==> config.mk <==
export PLATFORM = sky130hd
export DESIGN_NAME = ir_frame_tx
export DESIGN_NICKNAME = d
export VERILOG_FILES = /design/src/rtl/ir_tx_pkg.sv /design/src/rtl/ir_cfg_regs.sv /design/src/rtl/ir_tick_gen.sv /design/src/rtl/ir_phase_timer.sv /design/src/rtl/ir_frame_tx.sv
export SDC_FILE = /design/constraint.sdc
export NUM_CORES = 1
export LEC_CHECK = 0
export BUFFER_PORTS_ARGS = -buffer_cell sky130_fd_sc_hd__buf_2
export CORE_ASPECT_RATIO = 1.75
export CORE_MARGIN = 2
export CORE_UTILIZATION = 40
export CTS_CLUSTER_DIAMETER = 50
export DETAILED_ROUTE_END_ITERATION = 8
export SYNTH_ARGS = -nofsm -noshare
export SYNTH_HDL_FRONTEND = slang
export SYNTH_HIERARCHICAL = 1
export SYNTH_SLANG_ARGS = --single-unit
==> constraint.sdc <==
create_clock -name clk_i -period 6.1 [get_ports clk_i]
set_clock_uncertainty 0.1 [all_clocks]
set_input_delay 0.61 -clock clk_i [delete_from_list [all_inputs] [get_ports clk_i]]
set_output_delay 0.61 -clock clk_i [all_outputs]
set_load 0.005 [all_outputs]
==> src/rtl/ir_tx_pkg.sv <==
`timescale 1ns/1ps
package ir_tx_pkg;
  localparam int CFG_W = 8;
  localparam int SEL_W = 3;

  typedef struct packed {
    logic [CFG_W-1:0] smp;
    logic [CFG_W-1:0] mark;
    logic [CFG_W-1:0] space;
    logic [CFG_W-1:0] gap;
    logic [CFG_W-1:0] rep;
  } ir_cfg_t;

  typedef enum logic [1:0] {ST_IDLE, ST_MARK, ST_SPACE, ST_GAP} ir_state_e;

  localparam logic [SEL_W-1:0] SEL_SMP   = 3'd0;
  localparam logic [SEL_W-1:0] SEL_MARK  = 3'd1;
  localparam logic [SEL_W-1:0] SEL_SPACE = 3'd2;
  localparam logic [SEL_W-1:0] SEL_GAP   = 3'd3;
  localparam logic [SEL_W-1:0] SEL_REP   = 3'd4;

  localparam ir_cfg_t CFG_RST = '{smp: 8'd2, mark: 8'd20, space: 8'd20, gap: 8'd100, rep: 8'd3};
endpackage

==> src/rtl/ir_cfg_regs.sv <==
`timescale 1ns/1ps
module ir_cfg_regs
  import ir_tx_pkg::*;
(
  input  logic             clk_i,
  input  logic             rst_ni,
  input  logic             we_i,
  input  logic [SEL_W-1:0] sel_i,
  input  logic [CFG_W-1:0] wdata_i,
  output ir_cfg_t          cfg_o
);
  ir_cfg_t cfg_q;

  always_ff @(posedge clk_i or negedge rst_ni) begin
    if (!rst_ni) begin
      cfg_q <= CFG_RST;
    end else if (we_i) begin
      case (sel_i)
        SEL_SMP:   cfg_q.smp   <= wdata_i;
        SEL_MARK:  cfg_q.mark  <= wdata_i;
        SEL_SPACE: cfg_q.space <= wdata_i;
        SEL_GAP:   cfg_q.gap   <= wdata_i;
        SEL_REP:   cfg_q.rep   <= wdata_i;
        default:   ;
      endcase
    end
  end

  assign cfg_o = cfg_q;
endmodule

==> src/rtl/ir_tick_gen.sv <==
`timescale 1ns/1ps
module ir_tick_gen #(
  parameter int SMP_W = 8,
  parameter int BASE  = 20,
  parameter int STEP  = 5
) (
  input  logic             clk_i,
  input  logic             rst_ni,
  input  logic             restart_i,
  input  logic             run_i,
  input  logic [SMP_W-1:0] smp_i,
  output logic             tick_o
);
  localparam int MAX_LEN = BASE + STEP * (2**SMP_W - 1);
  localparam int CW      = $clog2(MAX_LEN + 1);

  logic [CW-1:0] len, cnt_q;
  logic          wrap;

  assign len    = CW'(BASE) + CW'(STEP) * CW'(smp_i);
  assign wrap   = (cnt_q == len - 1'b1);
  assign tick_o = run_i && wrap;

  always_ff @(posedge clk_i or negedge rst_ni) begin
    if (!rst_ni)          cnt_q <= '0;
    else if (restart_i)   cnt_q <= '0;
    else if (run_i)       cnt_q <= wrap ? '0 : cnt_q + 1'b1;
  end
endmodule

==> src/rtl/ir_phase_timer.sv <==
`timescale 1ns/1ps
module ir_phase_timer #(
  parameter int LEN_W = 8
) (
  input  logic             clk_i,
  input  logic             rst_ni,
  input  logic             restart_i,
  input  logic             tick_i,
  input  logic [LEN_W-1:0] len_i,   // >= 1
  output logic             done_o
);
  logic [LEN_W-1:0] cnt_q;

  assign done_o = tick_i && (cnt_q == len_i - 1'b1);

  always_ff @(posedge clk_i or negedge rst_ni) begin
    if (!rst_ni)        cnt_q <= '0;
    else if (restart_i) cnt_q <= '0;
    else if (tick_i)    cnt_q <= cnt_q + 1'b1;
  end
endmodule

==> src/rtl/ir_frame_tx.sv <==
`timescale 1ns/1ps
module ir_frame_tx
  import ir_tx_pkg::*;
#(
  parameter int AW        = 4,
  parameter int DW        = 8,
  parameter int TICK_BASE = 20,
  parameter int TICK_STEP = 5
) (
  input  logic             clk_i,
  input  logic             rst_ni,
  input  logic             cfg_we_i,
  input  logic [SEL_W-1:0] cfg_sel_i,
  input  logic [CFG_W-1:0] cfg_wdata_i,
  input  logic             start_i,
  input  logic             rx_active_i,
  output logic [AW-1:0]    msg_addr_o,
  input  logic [DW-1:0]    msg_data_i,
  output logic             ir_o,
  output logic             busy_o,
  output logic             status_o
);
  localparam int BCW = $clog2(DW);

  ir_cfg_t   cfg, snap_q;
  ir_state_e state_q;
  logic [AW:0]      addr_q;
  logic [DW-1:0]    shift_q;
  logic [BCW-1:0]   bit_q;
  logic [CFG_W-1:0] rep_q;
  logic [CFG_W-1:0] ph_len;
  logic             status_q;
  logic             byte_ok, accept, tick, done, restart, run;

  function automatic logic [CFG_W-1:0] at_least_one(input logic [CFG_W-1:0] v);
    return (v == '0) ? CFG_W'(1) : v;
  endfunction

  ir_cfg_regs u_regs (
    .clk_i   (clk_i),
    .rst_ni  (rst_ni),
    .we_i    (cfg_we_i),
    .sel_i   (cfg_sel_i),
    .wdata_i (cfg_wdata_i),
    .cfg_o   (cfg)
  );

  assign run     = (state_q != ST_IDLE);
  assign byte_ok = !addr_q[AW] && (msg_data_i != '0);
  assign accept  = start_i && !run && !rx_active_i;
  assign restart = accept || done;

  always_comb begin
    case (state_q)
      ST_MARK:  ph_len = at_least_one(snap_q.mark);
      ST_SPACE: ph_len = at_least_one(snap_q.space);
      ST_GAP:   ph_len = at_least_one(snap_q.gap);
      default:  ph_len = CFG_W'(1);
    endcase
  end

  ir_tick_gen #(
    .SMP_W (CFG_W),
    .BASE  (TICK_BASE),
    .STEP  (TICK_STEP)
  ) u_tick (
    .clk_i     (clk_i),
    .rst_ni    (rst_ni),
    .restart_i (restart),
    .run_i     (run),
    .smp_i     (snap_q.smp),
    .tick_o    (tick)
  );

  ir_phase_timer #(.LEN_W(CFG_W)) u_phase (
    .clk_i     (clk_i),
    .rst_ni    (rst_ni),
    .restart_i (restart),
    .tick_i    (tick),
    .len_i     (ph_len),
    .done_o    (done)
  );

  // Frame sequencer: next byte is looked up in the same cycle a slot ends
  always_ff @(posedge clk_i or negedge rst_ni) begin
    if (!rst_ni) begin
      state_q  <= ST_IDLE;
      snap_q   <= CFG_RST;
      addr_q   <= '0;
      shift_q  <= '0;
      bit_q    <= '0;
      rep_q    <= '0;
      status_q <= 1'b0;
    end else begin
      if (start_i) status_q <= !accept;
      case (state_q)
        ST_IDLE: if (accept) begin
          snap_q <= cfg;
          rep_q  <= at_least_one(cfg.rep);
          if (byte_ok) begin
            shift_q <= msg_data_i;
            bit_q   <= BCW'(DW - 1);
            addr_q  <= addr_q + 1'b1;
            state_q <= ST_MARK;
          end else begin
            addr_q  <= '0;
            state_q <= ST_GAP;
          end
        end
        ST_MARK: if (done) state_q <= ST_SPACE;
        ST_SPACE: if (done) begin
          if (bit_q != '0) begin
            shift_q <= shift_q << 1;
            bit_q   <= bit_q - 1'b1;
            state_q <= ST_MARK;
          end else if (byte_ok) begin
            shift_q <= msg_data_i;
            bit_q   <= BCW'(DW - 1);
            addr_q  <= addr_q + 1'b1;
            state_q <= ST_MARK;
          end else begin
            addr_q  <= '0;
            state_q <= ST_GAP;
          end
        end
        ST_GAP: if (done) begin
          if (rep_q > CFG_W'(1)) begin
            rep_q <= rep_q - 1'b1;
            if (byte_ok) begin
              shift_q <= msg_data_i;
              bit_q   <= BCW'(DW - 1);
              addr_q  <= addr_q + 1'b1;
              state_q <= ST_MARK;
            end
          end else begin
            state_q <= ST_IDLE;
          end
        end
        default: state_q <= ST_IDLE;
      endcase
    end
  end

  assign msg_addr_o = addr_q[AW-1:0];
  assign ir_o       = (state_q == ST_MARK) && shift_q[DW-1];
  assign busy_o     = run;
  assign status_o   = status_q;
endmodule

* Word-level counts from Yosys, hierarchy flattened *
Index checks and enable logic that the tools add are counted.

operators by class
  bitwise gates (word level) = 0
  reductions and logical operators = 34
  shifts and indexed selects = 0
  div/mod/pow operators = 0
  $add $sub $neg = 8
  equality and inequality tests = 17
  $mul = 1
  order comparisons = 1
  mux-type cells = 45

operators with widths
  kind                                                           number
  2-to-1 mux 8 bit                                               15
  case mux 8 bit (3 select lines)                                2
  2-to-1 mux 5 bit                                               7
  2-to-1 mux 11 bit                                              3
  logical NOT 8 bit                                              4
  2-to-1 mux 3 bit                                               6
  2-to-1 mux 2 bit                                               8
  case mux 8 bit (2 select lines)                                1
  subtractor 8 x 1 -> 8 bit, second input constant               2
  case mux 5 bit (3 select lines)                                1
  inequality test 2 bit, second input constant                   7
  AND reduction 2 bit                                            6
  adder 11 x 1 -> 11 bit, second input constant                  1
  adder 5 x 11 -> 11 bit, first input constant                   1
  equality test 11 bit                                           1
  multiplier 3 x 8 -> 11 bit, first input constant               1
  subtractor 11 x 1 -> 11 bit, second input constant             1
  AND reduction 5 bit                                            2
  case mux 3 bit (3 select lines)                                1
  adder 8 x 1 -> 8 bit, second input constant                    1
  equality test 8 bit                                            1
  greater-than comparator 8 x 1 -> 1 bit, second input constant  1
  case mux 2 bit (4 select lines)                                1
  nonzero test 2 bit                                             4
  other kinds (17)                                               28

storage, ports and cells
  output and inout port bits = 7
  bits in latches = 0
  memory bits (writable) = 0
  register bits = 118
  memory bits (read-only) = 0
  input bits = 24
  memories = 0
  logic and storage cells = 123

* Logic depth before layout (Yosys ltp) *
Gate-level depths: netlist of the first run.

  depth after elaboration = 8
  mapped depth = 20
  depth with buffers taken out = 18

* By module *
The synthesis of the first run kept the hierarchy.

modules (own cells, without submodules)
  module          cells each  area an instance (um^2)  times used
  ir_frame_tx     269         3,049.2                  1
  ir_cfg_regs     88          1,541.5                  1
  ir_tick_gen     142         1,311.3                  1
  ir_phase_timer  70          615.6                    1

* Least setup slack after synthesis of the first run *
No wires, ideal clock.

  path kind = register to register
  from = reg snap_q[33] in the netlist's numbering
  to = reg u_phase.cnt_q[7]
  required time = 5.870 ns
  stages on the path, launching flop included = 20
  library setup time = 0.130 ns
  setup slack = 1.665 ns
  data arrival time = 4.205 ns
  buffers on the path = 2
  clock period less this slack = 4.435 ns
  cells stage by stage = dfstp_2 ha_1 fa_1 ha_1 xor2_1 or3_1 o21ai_1 and3_1 o21ai_0 nor4_1 buf_4 nand4_1 a2111oi_2 or2_2 clkbuf_1 nor2_1 nor3_1 nand4_1 xor2_1 nor2_1

on the way
  cells in the longest elaborated chain, start to end = 8
  elaborated cells between the ends (all ways) = 9

ends and longest elaborated chain
  item                                                    RTL line              source
  start: declaration                                      ir_frame_tx.sv:25     ir_cfg_t cfg, snap_q;
  start signal: assignment                                ir_frame_tx.sv:98     snap_q <= cfg;
  multiplier 3 x 8 -> 11 bit *                            ir_tick_gen.sv:20     assign len = CW'(BASE) + CW'(STEP) * CW'(smp_i);
  adder 5 x 11 -> 11 bit *                                ir_tick_gen.sv:20
  subtractor 11 x 1 -> 11 bit *                           ir_tick_gen.sv:21     assign wrap = (cnt_q == len - 1'b1);
  equality test 11 bit *                                  ir_tick_gen.sv:21
  logical AND 1 bit *                                     ir_tick_gen.sv:22     assign tick_o = run_i && wrap;
  named net tick                                          ir_frame_tx.sv:33     logic byte_ok, accept, tick, done, restart, run;
  logical AND 1 bit *                                     ir_phase_timer.sv:14  assign done_o = tick_i && (cnt_q == len_i - 1'b1);
  named net done                                          ir_frame_tx.sv:33
  logical OR 1 bit *                                      ir_frame_tx.sv:51     assign restart = accept || done;
  named net restart                                       ir_frame_tx.sv:33
  2-to-1 mux 8 bit or nonzero test 2 bit (tied branches)  --
  end signal: assignment                                  ir_phase_timer.sv:19  else if (tick_i) cnt_q <= cnt_q + 1'b1;
  end: declaration                                        ir_phase_timer.sv:12  logic [LEN_W-1:0] cnt_q;

The timed path passes the listed nets; every way through them passes the cells marked *.
A chain may end at the register's enable or synchronous reset.

* Worst setup path in the final report of the first run *
Same ends and word-level chain as after synthesis.

==> results of run 1 <==
## sequential cells by signal, summed over array words and instances, names as in the netlist
| signal | count |
|---|---|
| status_o | 1 |
| u_phase/cnt_q | 8 |
| u_regs/cfg_o | 40 |
| state_q | 2 |
| snap_q | 32 |
| rep_q | 8 |
| shift_q | 8 |
| addr_q | 5 |
| bit_q | 3 |
| u_tick/cnt_q | 11 |
## final cells by class
class | instances | area (µm²)
clock buffers | 19 | 443
flip-flops and latches | 118 | 2980
repair buffers | 35 | 190
fillers | 1461 | 8530
multi-input cells | 408 | 3340
clock inverters | 13 | 174
well taps | 189 | 236
inverters | 17 | 63.8
## routing by layer
metal  vias to the layer above  part of all wire, %  wire length, µm  track usage, %
met5                         -                    0                0               0
met4                         0                  2.5              372            6.68
met3                        22                  2.4              371            3.48
met2                        93                   56             8520            34.7
met1                      2313                   39             5890            19.6
li1                       2167                    -                -               -
## Yosys cell counts (4+ instances only)
master | n | area (µm²)
sky130_fd_sc_hd__ha_1 | 26 | 325
sky130_fd_sc_hd__or3_1 | 5 | 31.3
sky130_fd_sc_hd__xnor2_1 | 15 | 131
sky130_fd_sc_hd__mux2_1 | 25 | 282
sky130_fd_sc_hd__inv_1 | 17 | 63.8
sky130_fd_sc_hd__buf_4 | 6 | 45.0
sky130_fd_sc_hd__nor3_1 | 14 | 70.1
sky130_fd_sc_hd__nor4_1 | 13 | 81.3
sky130_fd_sc_hd__xor2_1 | 17 | 149
sky130_fd_sc_hd__nor2b_1 | 4 | 25.0
sky130_fd_sc_hd__nand3_1 | 14 | 70.1
sky130_fd_sc_hd__nand2b_1 | 8 | 50.1
sky130_fd_sc_hd__buf_2 | 5 | 25.0
sky130_fd_sc_hd__or4_1 | 4 | 30.0
sky130_fd_sc_hd__a31oi_1 | 6 | 37.5
sky130_fd_sc_hd__o22a_1 | 17 | 149
sky130_fd_sc_hd__mux2i_1 | 4 | 40.0
sky130_fd_sc_hd__buf_6 | 4 | 45.0
sky130_fd_sc_hd__mux2_2 | 54 | 608
sky130_fd_sc_hd__clkbuf_1 | 10 | 37.5
sky130_fd_sc_hd__dfrtp_1 | 100 | 2500
sky130_fd_sc_hd__dfstp_2 | 18 | 473
sky130_fd_sc_hd__and3_1 | 6 | 37.5
sky130_fd_sc_hd__o21ai_1 | 5 | 25.0
sky130_fd_sc_hd__a21oi_1 | 17 | 85.1
sky130_fd_sc_hd__nor2_1 | 35 | 131
sky130_fd_sc_hd__nand4_1 | 8 | 50.1
sky130_fd_sc_hd__a22o_1 | 8 | 70.1
sky130_fd_sc_hd__nand2_1 | 17 | 63.8
sky130_fd_sc_hd__o21ai_0 | 28 | 140
## through the flow
| step | util, % | instances | setup slack, ns | hold WS [ns] |
|---|---|---|---|---|
| after detailed placement | 42.7 | 767 | 1.14 | 0.375 |
| final | 46.5 | 799 | 1.16 | 0.104 |
| after global placement | 42.7 | 767 | 1.27 | 0.364 |
| after floorplan | - | 569 | 1.67 | 0.214 |
| after CTS | 46.5 | 799 | 1.13 | 0.111 |
| after global routing | 46.5 | 799 | 0.789 | 0.142 |
## logic make-up (layout without fill, tap and decap cells)
| kind of cell | after synthesis | in the layout | share of synthesized area (%) |
|---|---|---|---|
| and+or+nand+nor | 154 | 154 | 13.9 |
| DFF | 118 | 118 | 45.7 |
| AOI/OAI and AO/OA | 111 | 111 | 12.9 |
| muxes | 83 | 83 | 14.3 |
| buffers and inverters | 43 | 84 | 3.40 |
| xor gates and xnor gates | 32 | 32 | 4.30 |
| adders and majority gates | 28 | 28 | 5.61 |
## power groups by stage
stage / Sequential (mW) / Clock, mW / Combinational [mW]
after floorplan: 1.24 / 0 / 1.33
after global placement: 1.35 / 0 / 1.59
final: 1.35 / 1.03 / 1.64
after detailed placement: 1.36 / 0 / 1.64
after global routing: 1.39 / 1.08 / 1.83
after CTS: 1.35 / 1.05 / 1.65
## how the worst max path moves through the flow
stage	endpoint	slack, ns	cells after the start
after floorplan	u_phase/cnt_q[7]	1.67	19
after global placement	u_phase/cnt_q[7]	1.27	18
after detailed placement	u_phase/cnt_q[7]	1.14	18
after CTS	u_phase/cnt_q[7]	1.13	18
after global routing	u_phase/cnt_q[7]	0.79	18
final	u_phase/cnt_q[7]	1.16	18
==> key figures, run 1 <==
Die
  • Die area: 0.0174 mm²
  • CORE AREA: 0.0160 mm²
  • Number of top-level pins: 31
  • Die outline height: 173 µm
  • Placement row count: 61
  • Initial cell density of the core: 40.9%
  • Die Wd: 100 µm

Synth
  • Number of unique standard cell types used by synthesis: 71
  • Post-Syn Nets: 621
  • Number of cells produced by synthesis: 569
  • Number of warnings reported in the yosys synthesis log: 6
  • Number of synthesized flops with an enable pin: 0
  • Async set or reset register ratio after synthesis: 100%
  • Avg Cell Area, Syn: 11.5 µm²
  • Cell Area, Synth: 0.00652 mm²
  • Proportion of synthesized chip area in sequential cells: 45.7%
  • Synth Register Bits: 118
  • Top FF cell, synth: sky130_fd_sc_hd__dfrtp_1

Worst setup path
  • Capture point of the worst reg-to-reg path: u_phase/cnt_q[7]
  • Worst-case reg-to-reg path depth: 18
  • Arrival time at the worst endpoint: 5.12 ns
  • Slowest CP cell: sky130_fd_sc_hd__dfstp_2
  • Critical Path Sink Type: flop
  • Req. time, crit path: 6.28 ns
  • Max incr delay on CP: 0.55 ns
  • CP Class: reg2reg
  • Worst path bufs/invs: 1
  • Maximum fanout along the worst path: 20
  • Reg2Reg Launch Point: snap_q[33]
  • Slack of the worst reg-to-reg path: 1.16 ns
  • Worst-path cell chain: ha_1 > fa_1 > ha_1 > and3b_1 > nor3_1 > nor4b_2 > and3_1 > o21ai_0 > nor4_1 > buf_4 > nand4_1 > a2111oi_2 > or2_2 > nor2_1 > nor3_1 > nand4_1 > xor2_1 > nor2_1
  • Critical path launch point type: flop
  • Critical Path Start: snap_q[33]
  • Kind of cell adding the most delay to the critical path: simple AND/OR/NAND/NOR gates

Placed design
  • Dpl cell area: 0.00681 mm²
  • Placer's final routability congestion estimate: 0.863
  • Dpl hpwl: 11100 µm
  • Number of port buffers: 30

Power
  • Total power divided by cell area: 541 mW/mm²
  • Power share of the combinational group: 40.8%
  • Sequential fraction of design power: 33.6%
  • Leakage power figure: 3.20 nW
  • Switching part of the total power: 38.1%
  • Power dissipated by switching net loads: 1.53 mW
  • Clock group share of total power: 25.5%
  • Final Total Pwr: 4.02 mW
  • Largest vdd supply drop: 262 µV
  • Internal Pwr Total: 2.49 mW

CTS
  • Clock tree root driver cell: sky130_fd_sc_hd__clkbuf_16
  • CTS tree: yes
  • Maximum number of buffers from clock root to sink: 2
  • Clock network latency to the later pin of the worst-skew pair: 0.42 ns
  • Number of H-tree branching levels: 4
  • CTS buffer count: 17
  • Setup fix buffers added after clock tree synthesis: 0
  • Number of clock sinks seen by CTS: 118
  • Clock-pin transition on the worst setup and hold timing paths: 0.06 ns
  • Cts hold-fix bufs: 0
  • Resize count post-CTS: 0

STA
  • Max-slew violation total from the final report: 0
  • Minimum clock period after layout: 4.94 ns
  • Transition time of the tightest slew-check pin: 0.994 ns
  • Final Hold Fails: 0
  • Unrepaired setup endpoints after global routing: no
  • Max-slew headroom: 32.8%
  • Setup total negative slack: 0 ns
  • Number of endpoints failing setup at the final stage: 0
  • Highest achievable clock rate: 202 MHz
  • Final period util: 81.0%

Global route
  • Total track usage: 18.3%
  • Remaining global-route overflow: 0
  • Global-route wire length before repair: 24800 µm
  • Initial antenna violation count: 0
  • Vias in the first global route: 4796
  • Pin count of the biggest net entering global routing: 72

Routing
  • Wire length reported by the detailed router: 15200 µm
  • Drt wl/cell: 19.0 µm
  • DRC errors left: 0
  • DRT iter0 DRCs: 228
  • Number of nets with antenna violations after routing: 0
  • Total via count in the routed design: 4595
  • Vias per inst: 5.75
  • Total iterations of the first detailed-routing run: 5

Finish
  • Highest-count cells in the layout ignoring fill and taps: sky130_fd_sc_hd__dfrtp_1, sky130_fd_sc_hd__mux2_2, sky130_fd_sc_hd__nor2_1
  • Nets: 649
  • Share of layout cells above drive strength 1: 26.9%
  • Most frequent standard cell in the layout excluding fill and tap cells: sky130_fd_sc_hd__dfrtp_1
  • Diode insertion count for antenna repair: 0
  • Fin area: 0.00742 mm²
  • Area growth from synthesis to layout: 13.9%

Min path
  • Path category of the worst min-delay check: in2async

Flow run
  • Max Cap Violations: 0

Outcome
  • Outcome: completed
Power figures use the tool's default switching activity.
==> run 2: changes to the inputs <==
ABC_AREA = 1   (was not set)
clock period = 5 ns   (was 6.1 ns; I/O delays follow)
==> run 2 against run 1 <==
Net effect:
- non-clock buffer count fell by 2
- via count rose by 28%
- utilization down 0.73 points
- register-to-register slack got worse by 0.63 ns
- clock-buffer cell count is 4 higher
- worst hold slack improved by 0.012 ns
- cell count up 52%
- sequential power decreased by 21%
- die area up 9.3%
- largest cell class unchanged
==> key figures, run 2 <==
Global route
  • Met3 Usage GRT: 3.68% (was 3.48%)
  • Vias in the first global route: 5809 (was 4796)
  • Global-route wire length before repair: 27700 µm (was 24800 µm)
  • Total track usage: 18.0% (was 18.3%)
  • Remaining global-route overflow: 0 (unchanged)
  • Pin count of the biggest net entering global routing: 72 (unchanged)
  • Most used routing layer: met2 (unchanged)
  • GR Layer Usage met1: 20.2% (was 19.6%)
  • Initial antenna violation count: 0 (unchanged)
  • Global-route met2 utilization: 32.5% (was 34.7%)

Synth
  • Number of warnings reported in the yosys synthesis log: 6 (unchanged)
  • Synth area leaders: sky130_fd_sc_hd__dfrtp_1, sky130_fd_sc_hd__nand2_1, sky130_fd_sc_hd__dfstp_2 (was sky130_fd_sc_hd__dfrtp_1, sky130_fd_sc_hd__mux2_2, sky130_fd_sc_hd__dfstp_2)
  • Number of cells produced by synthesis: 944 (was 569)
  • Avg Cell Area, Syn: 7.57 µm² (was 11.5 µm²)
  • Number of synthesized flops with an enable pin: 0 (unchanged)
  • Proportion of synthesized chip area in sequential cells: 41.6% (was 45.7%)
  • Cell Area, Synth: 0.00715 mm² (was 0.00652 mm²)
  • Post-Syn Nets: 996 (was 621)
  • Top FF cell, synth: sky130_fd_sc_hd__dfrtp_1 (unchanged)
  • Fraction of post-synthesis cell area in the top cell type by area: 35.0% (was 38.4%)
  • Top cell type by total area after synthesis: sky130_fd_sc_hd__dfrtp_1 (unchanged)
  • Synth Register Bits: 118 (unchanged)
  • Async set or reset register ratio after synthesis: 100% (unchanged)
  • Number of unique standard cell types used by synthesis: 52 (was 71)
  • Post-synth top cells: sky130_fd_sc_hd__nand2_1, sky130_fd_sc_hd__dfrtp_1, sky130_fd_sc_hd__inv_1 (was sky130_fd_sc_hd__dfrtp_1, sky130_fd_sc_hd__mux2_2, sky130_fd_sc_hd__nor2_1)
  • Most frequently used cell type in the post-synthesis netlist: sky130_fd_sc_hd__nand2_1 (was sky130_fd_sc_hd__dfrtp_1)

Outcome
  • Outcome: completed (unchanged)

Placed design
  • Number of port buffers: 30 (unchanged)
  • Post-Place Cells: 1186 (was 767)
  • Dpl hpwl: 11600 µm (was 11100 µm)
  • Placer's final routability congestion estimate: 0.877 (was 0.863)

STA
  • Highest achievable clock rate: 224 MHz (was 202 MHz)
  • Number of endpoints failing setup at the final stage: 0 (unchanged)
  • Transition time of the tightest slew-check pin: 1.08 ns (was 0.994 ns)
  • Setup total negative slack: 0 ns (unchanged)
  • Final Hold Fails: 0 (unchanged)
  • Minimum clock period after layout: 4.47 ns (was 4.94 ns)
  • Max-slew violation total from the final report: 0 (unchanged)
  • Final period util: 89.4% (was 81.0%)
  • Unrepaired setup endpoints after global routing: no (unchanged)
  • Max-slew headroom: 27.9% (was 32.8%)

CTS
  • Cts hold-fix bufs: 0 (unchanged)
  • CTS tree: yes (unchanged)
  • Clock network latency to the later pin of the worst-skew pair: 0.41 ns (was 0.42 ns)
  • Clock-pin transition on the worst setup and hold timing paths: 0.06 ns (about the same)
  • Number of clock sinks seen by CTS: 118 (unchanged)
  • CTS buffer count: 17 (unchanged)
  • Maximum number of buffers from clock root to sink: 2 (unchanged)
  • Setup fix buffers added after clock tree synthesis: 0 (unchanged)
  • Number of H-tree branching levels: 4 (unchanged)
  • Clock tree root driver cell: sky130_fd_sc_hd__clkbuf_16 (unchanged)
  • Resize count post-CTS: 0 (unchanged)

Worst setup path
  • Capture point of the worst reg-to-reg path: u_tick/cnt_q[2] (was u_phase/cnt_q[7])
  • Reg2Reg Launch Point: snap_q[33] (unchanged)
  • Maximum fanout along the worst path: 12 (was 20)
  • CP Class: reg2reg (unchanged)
  • Slack of the worst reg-to-reg path: 0.53 ns (was 1.16 ns)
  • Req. time, crit path: 5.24 ns (was 6.28 ns)
  • Worst-case reg-to-reg path depth: 25 (was 18)
  • Critical Path Sink Type: flop (unchanged)
  • Critical path launch point type: flop (unchanged)
  • Arrival time at the worst endpoint: 4.71 ns (was 5.12 ns)

Power
  • Largest vdd supply drop: 236 µV (was 262 µV)
  • Leakage power figure: 4.20 nW (was 3.20 nW)
  • Total power divided by cell area: 291 mW/mm² (was 541 mW/mm²)
  • Final Total Pwr: 2.33 mW (was 4.02 mW)

Routing
  • Total via count in the routed design: 5862 (was 4595)
  • Drt wl/cell: 13.0 µm (was 19.0 µm)
  • Number of nets with antenna violations after routing: 0 (unchanged)
  • DRC errors left: 0 (unchanged)
  • Vias per inst: 4.81 (was 5.75)
  • Total iterations of the first detailed-routing run: 4 (was 5)
  • DRT iter0 DRCs: 250 (was 228)
  • Wire length reported by the detailed router: 15900 µm (was 15200 µm)

Finish
  • Most frequent standard cell in the layout excluding fill and tap cells: sky130_fd_sc_hd__nand2_1 (was sky130_fd_sc_hd__dfrtp_1)
  • Area taken by multi-input logic gates: 0.00356 mm² (was 0.00334 mm²)
  • Number of flip-flops in the largest register: 40 (unchanged)
  • Filler Cell Count: 1829 (was 1461)
  • Nets: 1026 (was 649)
  • Highest-count cells in the layout ignoring fill and taps: sky130_fd_sc_hd__nand2_1, sky130_fd_sc_hd__dfrtp_1, sky130_fd_sc_hd__inv_1 (was sky130_fd_sc_hd__dfrtp_1, sky130_fd_sc_hd__mux2_2, sky130_fd_sc_hd__nor2_1)
  • Share of layout cells above drive strength 1: 16.4% (was 26.9%)
  • Area growth from synthesis to layout: 11.9% (was 13.9%)
  • Diode insertion count for antenna repair: 0 (unchanged)
  • Sequential cell area: 0.00298 mm² (unchanged)
  • Non-filler cells, final: 1218 (was 799)

Die
  • Die outline height: 181 µm (was 173 µm)
  • CORE AREA: 0.0175 mm² (was 0.0160 mm²)
  • Initial cell density of the core: 40.9% (about the same)
  • Placement row count: 64 (was 61)
  • Die Wd: 105 µm (was 100 µm)
  • Die area: 0.0190 mm² (was 0.0174 mm²)
  • Number of top-level pins: 31 (unchanged)

Flow run
  • Max Cap Violations: 0 (unchanged)

Min path
  • Path category of the worst min-delay check: in2async (unchanged)
==> run 2: cell count changes in the layout (fill, tap and decap cells not counted), sizes merged, moves of 8 or more <==
cell,change
nand2b,-8
nand3,+74
nand2,+351
nor4,-13
mux2,-79
o21ai,+8
nor2,+48
a22o,-8
o22a,-17
inv,+95
==> run 2: cell type report <==
cell class | count | area share, %
clock buffer | 23 | 5.85
clock inverter | 9 | 1.02
inverter | 116 | 5.60
multi-input combinational | 688 | 44.5
sequential | 118 | 37.2
tap | 231 | 3.62
timing repair buffer | 33 | 2.19
==> run 2: power breakdown <==
group / internal, mW / switching, mW / total [mW]
Clock: 0.706 / 0.432 / 1.14
Combinational: 0.0436 / 0.0868 / 0.130
Sequential: 1.03 / 0.0349 / 1.06
Total: 1.78 / 0.553 / 2.33
==> run 2: logic make-up (layout without fill, tap and decap cells) <==
| logic type | after synthesis | in the layout | synth area share, % |
|---|---|---|---|
| simple gates | 562 | 562 | 35.5 |
| buf+inv | 138 | 181 | 8.67 |
| compound gates | 78 | 78 | 6.64 |
| xor+xnor | 20 | 20 | 2.45 |
| flops | 118 | 118 | 41.6 |
| fa+ha+maj | 28 | 28 | 5.11 |
==> run 2: per-stage QoR <==
step / hold WS [ns] / instance area, µm² / util, % / setup WS [ns]
5_1_grt: 0.190 / 8000 / 45.8 / 0.0804
3_5_place_dp: 0.354 / 7440 / 42.6 / 0.403
3_3_place_gp: 0.353 / 7440 / 42.6 / 0.514
6_report: 0.116 / 8000 / 45.8 / 0.530
2_1_floorplan: 0.104 / 7150 / - / 0.922
4_1_cts: 0.154 / 7990 / 45.8 / 0.367
==> run 2: how the worst max path moves through the flow <==
stage                     startpoint               end  cells past startpoint
after floorplan           snap_q[33]  u_phase/cnt_q[7]                     28
after global placement    snap_q[33]  u_phase/cnt_q[6]                     27
after detailed placement  snap_q[33]  u_phase/cnt_q[6]                     27
after CTS                 snap_q[33]  u_phase/cnt_q[6]                     27
after global routing      snap_q[33]  u_phase/cnt_q[6]                     28
final                     snap_q[33]   u_tick/cnt_q[2]                     25
==> run 2: per-layer routing <==
layer  vias up  wire length (µm)
met5         -                 0
met4         0               386
met3        27               438
met2        93              8340
met1      2698              6700
li1       3044                 -
==> run 2: critical path: stages (launching register included) <==
cell                      delay (ns)
sky130_fd_sc_hd__dfstp_2        0.56
sky130_fd_sc_hd__ha_1           0.17
sky130_fd_sc_hd__fa_1           0.41
sky130_fd_sc_hd__ha_1           0.36
sky130_fd_sc_hd__nand2_1        0.11
sky130_fd_sc_hd__nor2_1         0.10
sky130_fd_sc_hd__nand2_1        0.08
sky130_fd_sc_hd__nand2_2        0.09
sky130_fd_sc_hd__nand2_2        0.05
sky130_fd_sc_hd__nand2_1        0.06
sky130_fd_sc_hd__nand2_1        0.05
sky130_fd_sc_hd__nand2_1        0.06
sky130_fd_sc_hd__nor2_2         0.04
sky130_fd_sc_hd__nand2_2        0.27
sky130_fd_sc_hd__nor2_4         0.10
sky130_fd_sc_hd__nand3_1        0.10
sky130_fd_sc_hd__nor2_1         0.04
sky130_fd_sc_hd__nand2_1        0.05
sky130_fd_sc_hd__nor2_1         0.04
sky130_fd_sc_hd__nand3_1        0.09
sky130_fd_sc_hd__nor2_2         0.07
sky130_fd_sc_hd__inv_1          0.08
sky130_fd_sc_hd__nand2_1        0.17
sky130_fd_sc_hd__nor2_1         0.90
sky130_fd_sc_hd__nand3_1        0.15
sky130_fd_sc_hd__nand2_1        0.09
==> run 3: changes to the inputs <==
PLACE_DENSITY = 0.55   (was not set)
SETUP_SLACK_MARGIN = 0.5   (was not set)
==> run 3 against run 2 <==
Net effect:
- combinational power hardly changed
- via count is 1.9% lower
- first-iteration DRC count is 18% lower
- cell count is 0.33% higher
- sequential share of layout area is 0.29 points lower
- register-to-register slack better by 0.34 ns
- global-route usage is 0.22 points higher
- clock-buffer cell count is 1 higher
- critical path type unchanged
==> key figures, run 3 (synthesized netlist as in run 2, its figures left out) <==
Die
  • Die outline height: 181 µm (unchanged)
  • Die area: 0.0190 mm² (unchanged)
  • Initial cell density of the core: 40.9% (unchanged)
  • CORE AREA: 0.0175 mm² (unchanged)
  • Die Wd: 105 µm (unchanged)
  • Placement row count: 64 (unchanged)
  • Number of top-level pins: 31 (unchanged)

Worst setup path
  • CP Class: reg2reg (unchanged)
  • Reg2Reg Launch Point: snap_q[33] (unchanged)
  • Critical path launch point type: flop (unchanged)
  • Max incr delay on CP: 0.55 ns (was 0.90 ns)
  • Slack of the worst reg-to-reg path: 0.87 ns (was 0.53 ns)
  • Instance count on the critical path: 27 (was 25)
  • Worst-case reg-to-reg path depth: 27 (was 25)
  • Critical Path Sink Type: flop (unchanged)
  • Slowest CP cell: sky130_fd_sc_hd__dfstp_2 (was sky130_fd_sc_hd__nor2_1)
  • Arrival time at the worst endpoint: 4.32 ns (was 4.71 ns)
  • Capture point of the worst reg-to-reg path: u_phase/cnt_q[6] (was u_tick/cnt_q[2])
  • Crit path to: u_phase/cnt_q[6] (was u_tick/cnt_q[2])
  • Maximum fanout along the worst path: 7 (was 12)
  • Req. time, crit path: 5.19 ns (was 5.24 ns)
  • Worst path bufs/invs: 3 (was 1)
  • Critical Path Start: snap_q[33] (unchanged)
  • Kind of cell adding the most delay to the critical path: simple AND/OR/NAND/NOR gates (unchanged)
  • Cell repeated most along the worst path: sky130_fd_sc_hd__nand2_1 (unchanged)

CTS
  • Clock tree root driver cell: sky130_fd_sc_hd__clkbuf_16 (unchanged)
  • Setup fix buffers added after clock tree synthesis: 0 (unchanged)
  • Maximum number of buffers from clock root to sink: 2 (unchanged)
  • Number of H-tree branching levels: 4 (unchanged)
  • CTS buffer count: 17 (unchanged)
  • Clock-pin transition on the worst setup and hold timing paths: 0.05 ns (was 0.06 ns)
  • Number of clock sinks seen by CTS: 118 (unchanged)
  • Clock network latency to the later pin of the worst-skew pair: 0.41 ns (about the same)
  • CTS tree: yes (unchanged)

STA
  • Highest achievable clock rate: 242 MHz (was 224 MHz)
  • Max-slew violation total from the final report: 0 (unchanged)
  • Max-slew headroom: 44.8% (was 27.9%)
  • Final period util: 82.6% (was 89.4%)
  • Setup total negative slack: 0 ns (unchanged)
  • Final Hold Fails: 0 (unchanged)
  • Minimum clock period after layout: 4.13 ns (was 4.47 ns)
  • Number of endpoints failing setup at the final stage: 0 (unchanged)
  • Unrepaired setup endpoints after global routing: no (unchanged)
  • Transition time of the tightest slew-check pin: 0.828 ns (was 1.08 ns)

Finish
  • Filler Cell Count: 1868 (was 1829)
  • Post-layout util: 46.2% (was 45.8%)
  • Area taken by multi-input logic gates: 0.00357 mm² (was 0.00356 mm²)
  • Share of layout cells above drive strength 1: 16.9% (was 16.4%)
  • Nets: 1030 (was 1026)
  • Non-filler cells, final: 1222 (was 1218)
  • Area growth from synthesis to layout: 12.8% (was 11.9%)
  • Most frequent standard cell in the layout excluding fill and tap cells: sky130_fd_sc_hd__nand2_1 (unchanged)
  • Highest-count cells in the layout ignoring fill and taps: sky130_fd_sc_hd__nand2_1, sky130_fd_sc_hd__dfrtp_1, sky130_fd_sc_hd__inv_1 (unchanged)
  • Diode insertion count for antenna repair: 0 (unchanged)
  • Sequential cell area: 0.00298 mm² (unchanged)
  • Number of flip-flops in the largest register: 40 (unchanged)

Outcome
  • Outcome: completed (unchanged)

Power
  • Total power divided by cell area: 296 mW/mm² (was 291 mW/mm²)
  • Leakage power figure: 4.23 nW (was 4.20 nW)
  • Largest vdd supply drop: 207 µV (was 236 µV)

Global route
  • Vias in the first global route: 5709 (was 5809)
  • Global-route met2 utilization: 32.8% (was 32.5%)
  • Total track usage: 18.2% (was 18.0%)
  • Global-route wire length before repair: 27600 µm (was 27700 µm)
  • Remaining global-route overflow: 0 (unchanged)
  • Met3 Usage GRT: 2.85% (was 3.68%)
  • GR Layer Usage met1: 20.9% (was 20.2%)
  • Initial antenna violation count: 0 (unchanged)
  • Most used routing layer: met2 (unchanged)
  • Pin count of the biggest net entering global routing: 63 (was 72)

Routing
  • Total iterations of the first detailed-routing run: 4 (unchanged)
  • Wire length reported by the detailed router: 16300 µm (was 15900 µm)
  • Number of nets with antenna violations after routing: 0 (unchanged)
  • Total via count in the routed design: 5749 (was 5862)
  • DRT iter0 DRCs: 206 (was 250)
  • Drt wl/cell: 13.4 µm (was 13.0 µm)
  • Vias per inst: 4.70 (was 4.81)
  • DRC errors left: 0 (unchanged)

Placed design
  • Number of port buffers: 30 (unchanged)
  • Dpl hpwl: 12100 µm (was 11600 µm)
  • Post-Place Cells: 1190 (was 1186)
  • Placer's final routability congestion estimate: 0.798 (was 0.877)

Min path
  • Path category of the worst min-delay check: in2async (unchanged)

Flow run
  • Max Cap Violations: 0 (unchanged)
[run 3: per-layer routing]
metal	vias up	wire length, µm
met5	-	0
met1	2605	7040
met3	30	309
met4	0	399
met2	62	8570
li1	3052	-
[run 3: layout make-up]
class                   count  share of cell area (%)
flip-flops and latches    118                    36.9
clock inverters             8                    1.26
inverters                 116                    5.56
clock buffers              24                    5.85
multi-input cells         688                    44.3
well taps                 231                    3.59
repair buffers             37                    2.55
[run 3: worst register-to-register path, stage by stage (launching register included)]
cell and delay (ns):
sky130_fd_sc_hd__dfstp_2 0.55, sky130_fd_sc_hd__ha_1 0.16, sky130_fd_sc_hd__fa_1 0.41, sky130_fd_sc_hd__ha_1 0.36, sky130_fd_sc_hd__nand2_1 0.14, sky130_fd_sc_hd__nor2_2 0.05, sky130_fd_sc_hd__nor2_2 0.11, sky130_fd_sc_hd__nand2_2 0.07
sky130_fd_sc_hd__nand2_2 0.06, sky130_fd_sc_hd__nand2_1 0.05, sky130_fd_sc_hd__nand2_1 0.06, sky130_fd_sc_hd__nand2_1 0.06, sky130_fd_sc_hd__nor2_2 0.11, sky130_fd_sc_hd__nand2_2 0.08, sky130_fd_sc_hd__nor2_4 0.17, sky130_fd_sc_hd__nand3_1 0.10
sky130_fd_sc_hd__nor2_1 0.09, sky130_fd_sc_hd__nand2_1 0.06, sky130_fd_sc_hd__nor2_1 0.09, sky130_fd_sc_hd__nand3_1 0.12, sky130_fd_sc_hd__nor2_4 0.14, sky130_fd_sc_hd__inv_1 0.08, sky130_fd_sc_hd__nand2_2 0.15, sky130_fd_sc_hd__inv_2 0.09
sky130_fd_sc_hd__nand2_1 0.12, sky130_fd_sc_hd__nand4_1 0.15, sky130_fd_sc_hd__o211ai_1 0.21, sky130_fd_sc_hd__inv_1 0.06
[run 3: per-stage QoR]
step | worst slack, ns | instance area, µm² | hold slack (ns) | total power, mW
floorplan | 0.922 | 7150 | 0.104 | 1.15
global placement | 0.755 | 7470 | 0.351 | 1.21
detailed placement | 0.627 | 7470 | 0.353 | 1.21
CTS | 0.600 | 8040 | 0.124 | 2.42
global route | 0.485 | 8060 | 0.154 | 2.49
finish | 0.872 | 8060 | 0.0861 | 2.39
[run 3: worst min path at each step]
stage                          startpoint         endpoint  cells after the start
after detailed placement  u_regs/cfg_o[0]  u_regs/cfg_o[0]                      2
after floorplan                    rst_ni        addr_q[0]                      0
after global placement    u_regs/cfg_o[0]  u_regs/cfg_o[0]                      2
after CTS                          rst_ni  u_tick/cnt_q[8]                      1
after global routing               rst_ni  u_tick/cnt_q[8]                      1
final                              rst_ni  u_tick/cnt_q[6]                      1
[run 3: repair_timing]
action / in CTS / in global routing
resized for setup: 0 / 5
hold buffers: 0 / 0
endpoints found under the setup margin: 0 / 31
[run 3: power breakdown]
part           leakage, nW  switching (mW)  internal (mW)
sequential            1.41          0.0352           1.03
clock                0.270           0.434          0.759
combinational         2.54          0.0858         0.0440
